### config.mk
export PLATFORM = sky130hd
export DESIGN_NAME = ddr_init_seq
export DESIGN_NICKNAME = d
export VERILOG_FILES = /design/src/rtl/ddr_init_pkg.sv /design/src/rtl/ddr_init_step_rom.sv /design/src/rtl/ddr_init_timer.sv /design/src/rtl/ddr_init_seq.sv
export SDC_FILE = /design/constraint.sdc
export NUM_CORES = 1
export LEC_CHECK = 0
export CAP_MARGIN = 20
export CORE_ASPECT_RATIO = 0.75
export CORE_MARGIN = 2
export CORE_UTILIZATION = 35
export DETAILED_ROUTE_END_ITERATION = 8
export GPL_ROUTABILITY_DRIVEN = 1
export SLEW_MARGIN = 5
export SYNTH_ARGS = -nofsm -noshare
export SYNTH_HDL_FRONTEND = slang
export SYNTH_SLANG_ARGS = --single-unit
### constraint.sdc
create_clock -name clk -period 4.6 [get_ports clk]
set_clock_uncertainty 0.1 [all_clocks]
set_input_delay 0.92 -clock clk [delete_from_list [all_inputs] [get_ports clk]]
set_output_delay 0.92 -clock clk [all_outputs]
set_load 0.01 [all_outputs]
### src/rtl/ddr_init_pkg.sv
package ddr_init_pkg;

    typedef enum logic [2:0] {
        SEQ_IDLE,
        SEQ_CKE,
        SEQ_ISSUE,
        SEQ_WAIT,
        SEQ_DONE
    } seq_state_t;

    typedef enum logic [2:0] {
        STEP_PRE_A,
        STEP_EXT_MODE,
        STEP_MODE_DLL,
        STEP_PRE_B,
        STEP_REF_A,
        STEP_REF_B,
        STEP_MODE_RUN
    } step_t;

    typedef struct packed {
        logic cs;
        logic ras;
        logic cas;
        logic we;
    } cmd_t;

    localparam cmd_t CMD_NOP  = '{cs: 1'b0, ras: 1'b0, cas: 1'b0, we: 1'b0};
    localparam cmd_t CMD_PRE  = '{cs: 1'b1, ras: 1'b1, cas: 1'b0, we: 1'b1};
    localparam cmd_t CMD_LOAD = '{cs: 1'b1, ras: 1'b1, cas: 1'b1, we: 1'b1};
    localparam cmd_t CMD_REF  = '{cs: 1'b1, ras: 1'b1, cas: 1'b1, we: 1'b0};

endpackage

### src/rtl/ddr_init_step_rom.sv
module ddr_init_step_rom
    import ddr_init_pkg::*;
#(
    parameter int unsigned ADDR_W     = 13,
    parameter int unsigned BA_W       = 2,
    parameter int unsigned AP_BIT     = 10,
    parameter int unsigned EMR_VAL    = 0,
    parameter int unsigned MR_DLL_VAL = 'h132,
    parameter int unsigned MR_RUN_VAL = 'h032,
    parameter int unsigned GAP_WAIT   = 1,
    parameter int unsigned REF_WAIT   = 4,
    parameter int unsigned MODE_WAIT  = 200,
    parameter int unsigned CNT_W      = 8
) (
    input  step_t              step,
    output cmd_t               cmd,
    output logic [ADDR_W-1:0]  addr,
    output logic [BA_W-1:0]    ba,
    output logic [CNT_W-1:0]   wait_len,
    output logic               last
);

    localparam logic [ADDR_W-1:0] PRE_ALL_ADDR = ADDR_W'(1) << AP_BIT;
    localparam logic [BA_W-1:0]   EXT_BANK     = BA_W'(1);

    always_comb begin
        cmd      = CMD_NOP;
        addr     = '0;
        ba       = '0;
        wait_len = CNT_W'(GAP_WAIT);
        last     = 1'b0;
        unique case (step)
            STEP_PRE_A, STEP_PRE_B: begin
                cmd      = CMD_PRE;
                addr     = PRE_ALL_ADDR;
                wait_len = CNT_W'(GAP_WAIT);
            end
            STEP_EXT_MODE: begin
                cmd      = CMD_LOAD;
                addr     = ADDR_W'(EMR_VAL);
                ba       = EXT_BANK;
                wait_len = CNT_W'(GAP_WAIT);
            end
            STEP_MODE_DLL: begin
                cmd      = CMD_LOAD;
                addr     = ADDR_W'(MR_DLL_VAL);
                wait_len = CNT_W'(MODE_WAIT);
            end
            STEP_REF_A, STEP_REF_B: begin
                cmd      = CMD_REF;
                wait_len = CNT_W'(REF_WAIT);
            end
            STEP_MODE_RUN: begin
                cmd      = CMD_LOAD;
                addr     = ADDR_W'(MR_RUN_VAL);
                wait_len = CNT_W'(MODE_WAIT);
                last     = 1'b1;
            end
            default: begin
                cmd      = CMD_NOP;
            end
        endcase
    end

endmodule

### src/rtl/ddr_init_timer.sv
module ddr_init_timer #(
    parameter int unsigned CNT_W = 8
) (
    input  logic             clk,
    input  logic             rst_n,
    input  logic             load,
    input  logic [CNT_W-1:0] load_val,
    output logic             expire
);

    logic [CNT_W-1:0] cnt_q;

    always_ff @(posedge clk or negedge rst_n) begin
        if (!rst_n) begin
            cnt_q <= '0;
        end else if (load) begin
            cnt_q <= load_val;
        end else if (cnt_q != '0) begin
            cnt_q <= cnt_q - CNT_W'(1);
        end
    end

    // Expires in the last cycle of an N-cycle window that follows a load.
    assign expire = (cnt_q == CNT_W'(1));

endmodule

### src/rtl/ddr_init_seq.sv
module ddr_init_seq
    import ddr_init_pkg::*;
#(
    parameter int unsigned ADDR_W     = 13,
    parameter int unsigned BA_W       = 2,
    parameter int unsigned AP_BIT     = 10,
    parameter int unsigned EMR_VAL    = 0,
    parameter int unsigned MR_DLL_VAL = 'h132,
    parameter int unsigned MR_RUN_VAL = 'h032,
    parameter int unsigned GAP_WAIT   = 1,
    parameter int unsigned REF_WAIT   = 4,
    parameter int unsigned MODE_WAIT  = 200
) (
    input  logic              clk,
    input  logic              rst_n,
    input  logic              start,
    output logic              cke,
    output logic              cmd_cs,
    output logic              cmd_ras,
    output logic              cmd_cas,
    output logic              cmd_we,
    output logic [ADDR_W-1:0] addr,
    output logic [BA_W-1:0]   ba,
    output logic              done
);

    localparam int unsigned MAX_SHORT = (GAP_WAIT > REF_WAIT) ? GAP_WAIT : REF_WAIT;
    localparam int unsigned MAX_WAIT  = (MAX_SHORT > MODE_WAIT) ? MAX_SHORT : MODE_WAIT;
    localparam int unsigned CNT_W     = $clog2(MAX_WAIT + 1);

    seq_state_t state_q, state_d;
    step_t      step_q, step_d;

    cmd_t              rom_cmd;
    logic [ADDR_W-1:0] rom_addr;
    logic [BA_W-1:0]   rom_ba;
    logic [CNT_W-1:0]  rom_wait;
    logic              rom_last;
    logic              wait_expire;

    ddr_init_step_rom #(
        .ADDR_W    (ADDR_W),
        .BA_W      (BA_W),
        .AP_BIT    (AP_BIT),
        .EMR_VAL   (EMR_VAL),
        .MR_DLL_VAL(MR_DLL_VAL),
        .MR_RUN_VAL(MR_RUN_VAL),
        .GAP_WAIT  (GAP_WAIT),
        .REF_WAIT  (REF_WAIT),
        .MODE_WAIT (MODE_WAIT),
        .CNT_W     (CNT_W)
    ) i_step_rom (
        .step    (step_q),
        .cmd     (rom_cmd),
        .addr    (rom_addr),
        .ba      (rom_ba),
        .wait_len(rom_wait),
        .last    (rom_last)
    );

    ddr_init_timer #(
        .CNT_W(CNT_W)
    ) i_timer (
        .clk     (clk),
        .rst_n   (rst_n),
        .load    (state_q == SEQ_ISSUE),
        .load_val(rom_wait),
        .expire  (wait_expire)
    );

    // Next-state and step selection
    always_comb begin
        state_d = state_q;
        step_d  = step_q;
        unique case (state_q)
            SEQ_IDLE:  if (start) state_d = SEQ_CKE;
            SEQ_CKE:   state_d = SEQ_ISSUE;
            SEQ_ISSUE: state_d = SEQ_WAIT;
            SEQ_WAIT: begin
                if (wait_expire) begin
                    if (rom_last) begin
                        state_d = SEQ_DONE;
                    end else begin
                        state_d = SEQ_ISSUE;
                        step_d  = step_t'(3'(step_q + 3'd1));
                    end
                end
            end
            SEQ_DONE:  state_d = SEQ_DONE;
            default:   state_d = SEQ_IDLE;
        endcase
    end

    // State register
    always_ff @(posedge clk or negedge rst_n) begin
        if (!rst_n) begin
            state_q <= SEQ_IDLE;
            step_q  <= STEP_PRE_A;
        end else begin
            state_q <= state_d;
            step_q  <= step_d;
        end
    end

    // Outputs
    always_comb begin
        cke     = 1'b0;
        cmd_cs  = 1'b0;
        cmd_ras = 1'b0;
        cmd_cas = 1'b0;
        cmd_we  = 1'b0;
        addr    = '0;
        ba      = '0;
        done    = 1'b0;
        unique case (state_q)
            SEQ_IDLE: begin
                cke = 1'b0;
            end
            SEQ_CKE, SEQ_WAIT: begin
                cke = 1'b1;
            end
            SEQ_ISSUE: begin
                cke     = 1'b1;
                cmd_cs  = rom_cmd.cs;
                cmd_ras = rom_cmd.ras;
                cmd_cas = rom_cmd.cas;
                cmd_we  = rom_cmd.we;
                addr    = rom_addr;
                ba      = rom_ba;
            end
            SEQ_DONE: begin
                cke  = 1'b1;
                done = 1'b1;
            end
            default: begin
                cke = 1'b0;
            end
        endcase
    end

endmodule

Word level (Yosys, flattened, before mapping). Cells that the tools add are included.

Bits in registers: 14. Bits of input ports: 3. Output and inout bits: 21. Word-level logic and storage cells: 49.

Add/sub/neg operators: 2. Equal/unequal tests: 13. Muxes and demuxes: 19. Bitwise operators: 1. Reduce and logical (&&, ||, !) cells: 11.

Operators with widths (number): case mux 11 bit (3 select lines) (1); two-way mux 8 bit (2); case mux 8 bit (2 select lines) (1); case mux 3 bit (5 select lines) (1); two-way mux 13 bit (1); equality test 3 x 2 -> 1 bit (second input constant) (4); equality test 3 bit (second input constant) (4); case mux 4 bit (3 select lines) (1); two-way mux 3 bit (3); equality test 8 x 1 -> 1 bit (second input constant) (1); two-way mux 1 bit (8); nonzero test 8 bit (1); subtractor 8 x 1 -> 8 bit (second input constant) (1); equality test 3 x 1 -> 1 bit (second input constant) (2); zero test 3 bit (2); OR reduction 2 bit (3); OR reduction 4 bit (1); adder 3 x 1 -> 3 bit (second input constant) (1); AND reduction 3 bit (1); OR reduction 3 bit (1); two-way mux 2 bit (1); inequality test 2 x 1 -> 1 bit (second input constant) (1); inequality test 2 bit (second input constant) (1); AND reduction 2 bit (1); 2 further kinds (2).

Depth between registers and ports, before layout.
Depth after elaboration: 5. Gate-level depth with buffers: 6. Gate-level depth less buffers: 6.

Hierarchy. From an unflattened synthesis, not the netlist that was laid out.

Cell total of the unflattened synthesis: 144. Area, all modules: 1224.9 um2.

Modules (own cells, without submodules): ddr_init_timer (instances 1, cells an instance 61, area an instance 540.5 um2, sequential area each 200.2 um2); ddr_init_seq (instances 1, cells an instance 48, area an instance 446.7 um2, sequential area each 150.1 um2); ddr_init_step_rom (instances 1, cells an instance 35, area an instance 237.7 um2, sequential area each 0.0 um2).

Worst setup path before layout. Ideal clock, no wire load.

Kind: reg-to-output. Start: register state_q[2]. End: output cmd_ras. Data arrival time: 1.690 ns. Data required time: 3.580 ns. Slack: 1.890 ns. Cell stages (with the launch flop): 6. Cell sequence: dfrtp_1 > clkbuf_1 > or3b_2 > clkbuf_1 > o21ai_0 > buf_4.

Word-level cells in the longest chain between the ends: 2.

RTL lines: start, declared (RTL line ddr_init_seq.sv:31) `seq_state_t state_q, state_d;`; start signal, assigned (RTL line ddr_init_seq.sv:100) `state_q <= state_d;`; equality test 3 x 2 -> 1 bit (RTL line ddr_init_seq.sv:115) `unique case (state_q)`; two-way mux 1 bit (RTL line ddr_init_seq.sv:115); end, declared (RTL line ddr_init_seq.sv:19) `output logic cmd_ras,`.

Every way passes these cells.

Final worst setup path.
Start: register step_q[0]. End: output cmd_we.

Word-level cells in the longest chain between the ends: 4. Elaborated cells on any way between the ends: 12. Those cells by class: 6 x eq/ne; 2 x mux; 4 x reduce/logical.

RTL lines: start, declared (RTL line ddr_init_seq.sv:32) `step_t step_q, step_d;`; start signal, assigned (RTL line ddr_init_seq.sv:101) `step_q <= step_d;`; equality test 3 x 1 -> 1 bit, or another cell as far along (RTL line ddr_init_step_rom.sv:32) `unique case (step)`; OR reduction 3 bit (no line) / OR reduction 2 bit (equally long branches); case mux 4 bit (3 select lines) (*) (RTL line ddr_init_step_rom.sv:32); two-way mux 1 bit (*) (RTL line ddr_init_seq.sv:115); end, declared (RTL line ddr_init_seq.sv:21) `output logic cmd_we,`.

Mark *: on every way between the ends. The rest lies on a longest branch, timed or not.

==> out/results.ini <==
[power]
ir_drop_uv=150.8
powerDensity_nw_per_um2=211.5
power.leakage_nw=0.5082
total_power_uw=251.6

[cts]
cts_root_buffer=clkbuf_8
cts-buffers-inserted=3
ctsHoldBuffers=0
insertion_delay_ns=0.25
clk_pin_slew_worst_paths_ns=0.06
cts_tree=done
htree_levels=1
clockBufferDepth=2
cts_resized=0
cts_sinks=14
post-cts-setup-buffers=0

[worst_setup_path]
reg2reg_depth=5
arrival_ns=2.21
crit_fanout=6
path_class=flip-flop to output port
critical_path.endpoint_type=output port
start_kind=flip-flop
worstPathRequired_ns=3.58

[sta]
setup_tns_ns=0
tightest_slew_ns=0.6353
min_period_ns=3.229
drv_slew=0
slew_headroom_pct=57.51
hold_violations=0
rsz0062_at_grt=no
setup_viol=0
fmax_ghz=0.3097
period_share_pct=70.20
setup_ws_ns=1.371

[yosys]
synth_seq_cells=14
synth_edf_count=0
synth_ff_type=dfrtp_1
synth_warnings=0
syn-cell-area_um2=1022
yosysTopAreaCell=dfrtp_1
ys_top_cells_by_area=dfrtp_1 34%, ha_1 11%, buf_4 8.8%, o21ai_0 3.9%, xnor2_1 3.4%
async_flop_share_pct=100.0
syn-instance-count=106
yosysSeqAreaShare_pct=34.27
avgSynthCellArea_um2=9.644
synth_cell_type_count=42
synth_top_area_share_pct=34.27

[grt]
grt_pass1_wl_um=3277
antenna_found_initial=0
first_global_vias=696
track_usage_pct=12.88
grt.overflow.total=0
grt_max_degree=15

[cells_and_area]
fill_cells=269
layout_common_cells=14 x dfrtp_1, 14 x clkdlybuf4s50_1, 9 x ha_1, 9 x conb_1, 8 x o21ai_0
layout-drive-gt1-share_pct=6.838
area_growth_pct=16.40
seq_area_um2=350.3
antenna_cells=0
multi_input_area_um2=573.1
final_nets=130
fin_util_pct=44.03

[detailed_routing]
post_drt_wl_per_cell_um=12.86
drt-initial-drc-count=60
ant_nets=0
totalWireLength_um=1968
via_per_inst=5.052
vias=773
drc_errors=0
firstDrtPassIters=4

[place]
place_ws_ns=1.631
hpwlAfterDp_um=1560
gp_congestion=0.8020
io_buffers=14

[floorplan]
start_util_pct=37.82
rows=16
die_w_um=66.41
boundaryPins=24
core_um2=2703
fp.dieH_um=50.80
dieArea_um2=3373

[hold_path]
hold_depth=1
min_path_type=flip-flop to flip-flop

[run_status]
status=complete, no violations

[job]
drv_cap=0

[per-stage QoR]
stage,hold WS [ns],area [µm²],cells
after floorplan,0.4161,1052,114
after global placement,0.4537,1135,149
after detailed placement,0.4707,1135,149
after CTS,0.4824,1190,153
after global routing,0.5168,1190,153
final,0.4822,1190,153
[cells in the mapped netlist, types with 2 or more instances]
library cell / number
xnor2_1: 4
or4_1: 2
o21ai_0: 8
nor3_1: 3
buf_4: 12
o31ai_1: 2
clkbuf_1: 2
nor2_1: 4
and3_1: 3
ha_1: 9
or3_1: 2
dfrtp_1: 14
nand2_1: 3
nor2b_1: 2
o211ai_1: 2
o31a_1: 2
inv_1: 7
[worst max-delay path, cell delays in order, from the launching register on]
cell	delay [ns]
dfrtp_1	0.43
inv_1	0.11
ha_1	0.23
nand4bb_1	0.22
inv_1	0.12
or3_1	0.37
clkdlybuf4s50_1	0.48
[cells by family after synthesis]
kind of cell,after synthesis,share of synthesized area [%]
simple gates,28,18.11
compound gates,26,18.12
buf+inv,22,12.61
flops,14,34.27
fa+ha+maj,9,11.02
xor+xnor,4,3.427
mux,2,2.081
other cells,1,0.3668
[flip-flops by register name, indices dropped and copies added (netlist names)]
name           cells
i_timer.cnt_q      8
state_q            3
step_q             3
[power breakdown]
part	switching (mW)	internal, mW	leakage (nW)
Sequential	0	0.123	0.154
Combinational	0.00581	0.00149	0.325
Clock	0.0452	0.0759	0.0288
[layer usage]
layer | vias to the layer above | track usage (%) | wire, µm
met2 | 17 | 18.83 | 837
met5 | - | 0 | 0
met3 | 3 | 4.933 | 107
li1 | 394 | - | -
met4 | 0 | 2.041 | 11
met1 | 359 | 18.32 | 1011
[worst paths after layout]
| check | end | start | slack [ns] |
|---|---|---|---|
| max in group asynchronous | step_q[0]$_DFFE_PN0P_ | rst_n | 3.02 |
| hold / removal | step_q[0]$_DFFE_PN0P_ | step_q[0]$_DFFE_PN0P_ | 0.48 |
| min in group asynchronous | i_timer.cnt_q[5]$_DFFE_PN0P_ | rst_n | 0.96 |
| hold reg to reg | step_q[0]$_DFFE_PN0P_ | step_q[0]$_DFFE_PN0P_ | 0.48 |
| setup / recovery | cmd_we | step_q[0]$_DFFE_PN0P_ | 1.37 |
| setup reg to reg | step_q[1]$_DFFE_PN0P_ | i_timer.cnt_q[1]$_DFFE_PN0P_ | 2.59 |
[layout make-up]
type / instances / area share (%)
tap: 36 / 3.785
inverter: 7 / 2.208
sequential: 14 / 29.44
clock buffer: 4 / 4.627
multi-input combinational: 78 / 48.16
timing repair buffer: 14 / 11.78
No activity file was read; power rests on OpenSTA's default activity.
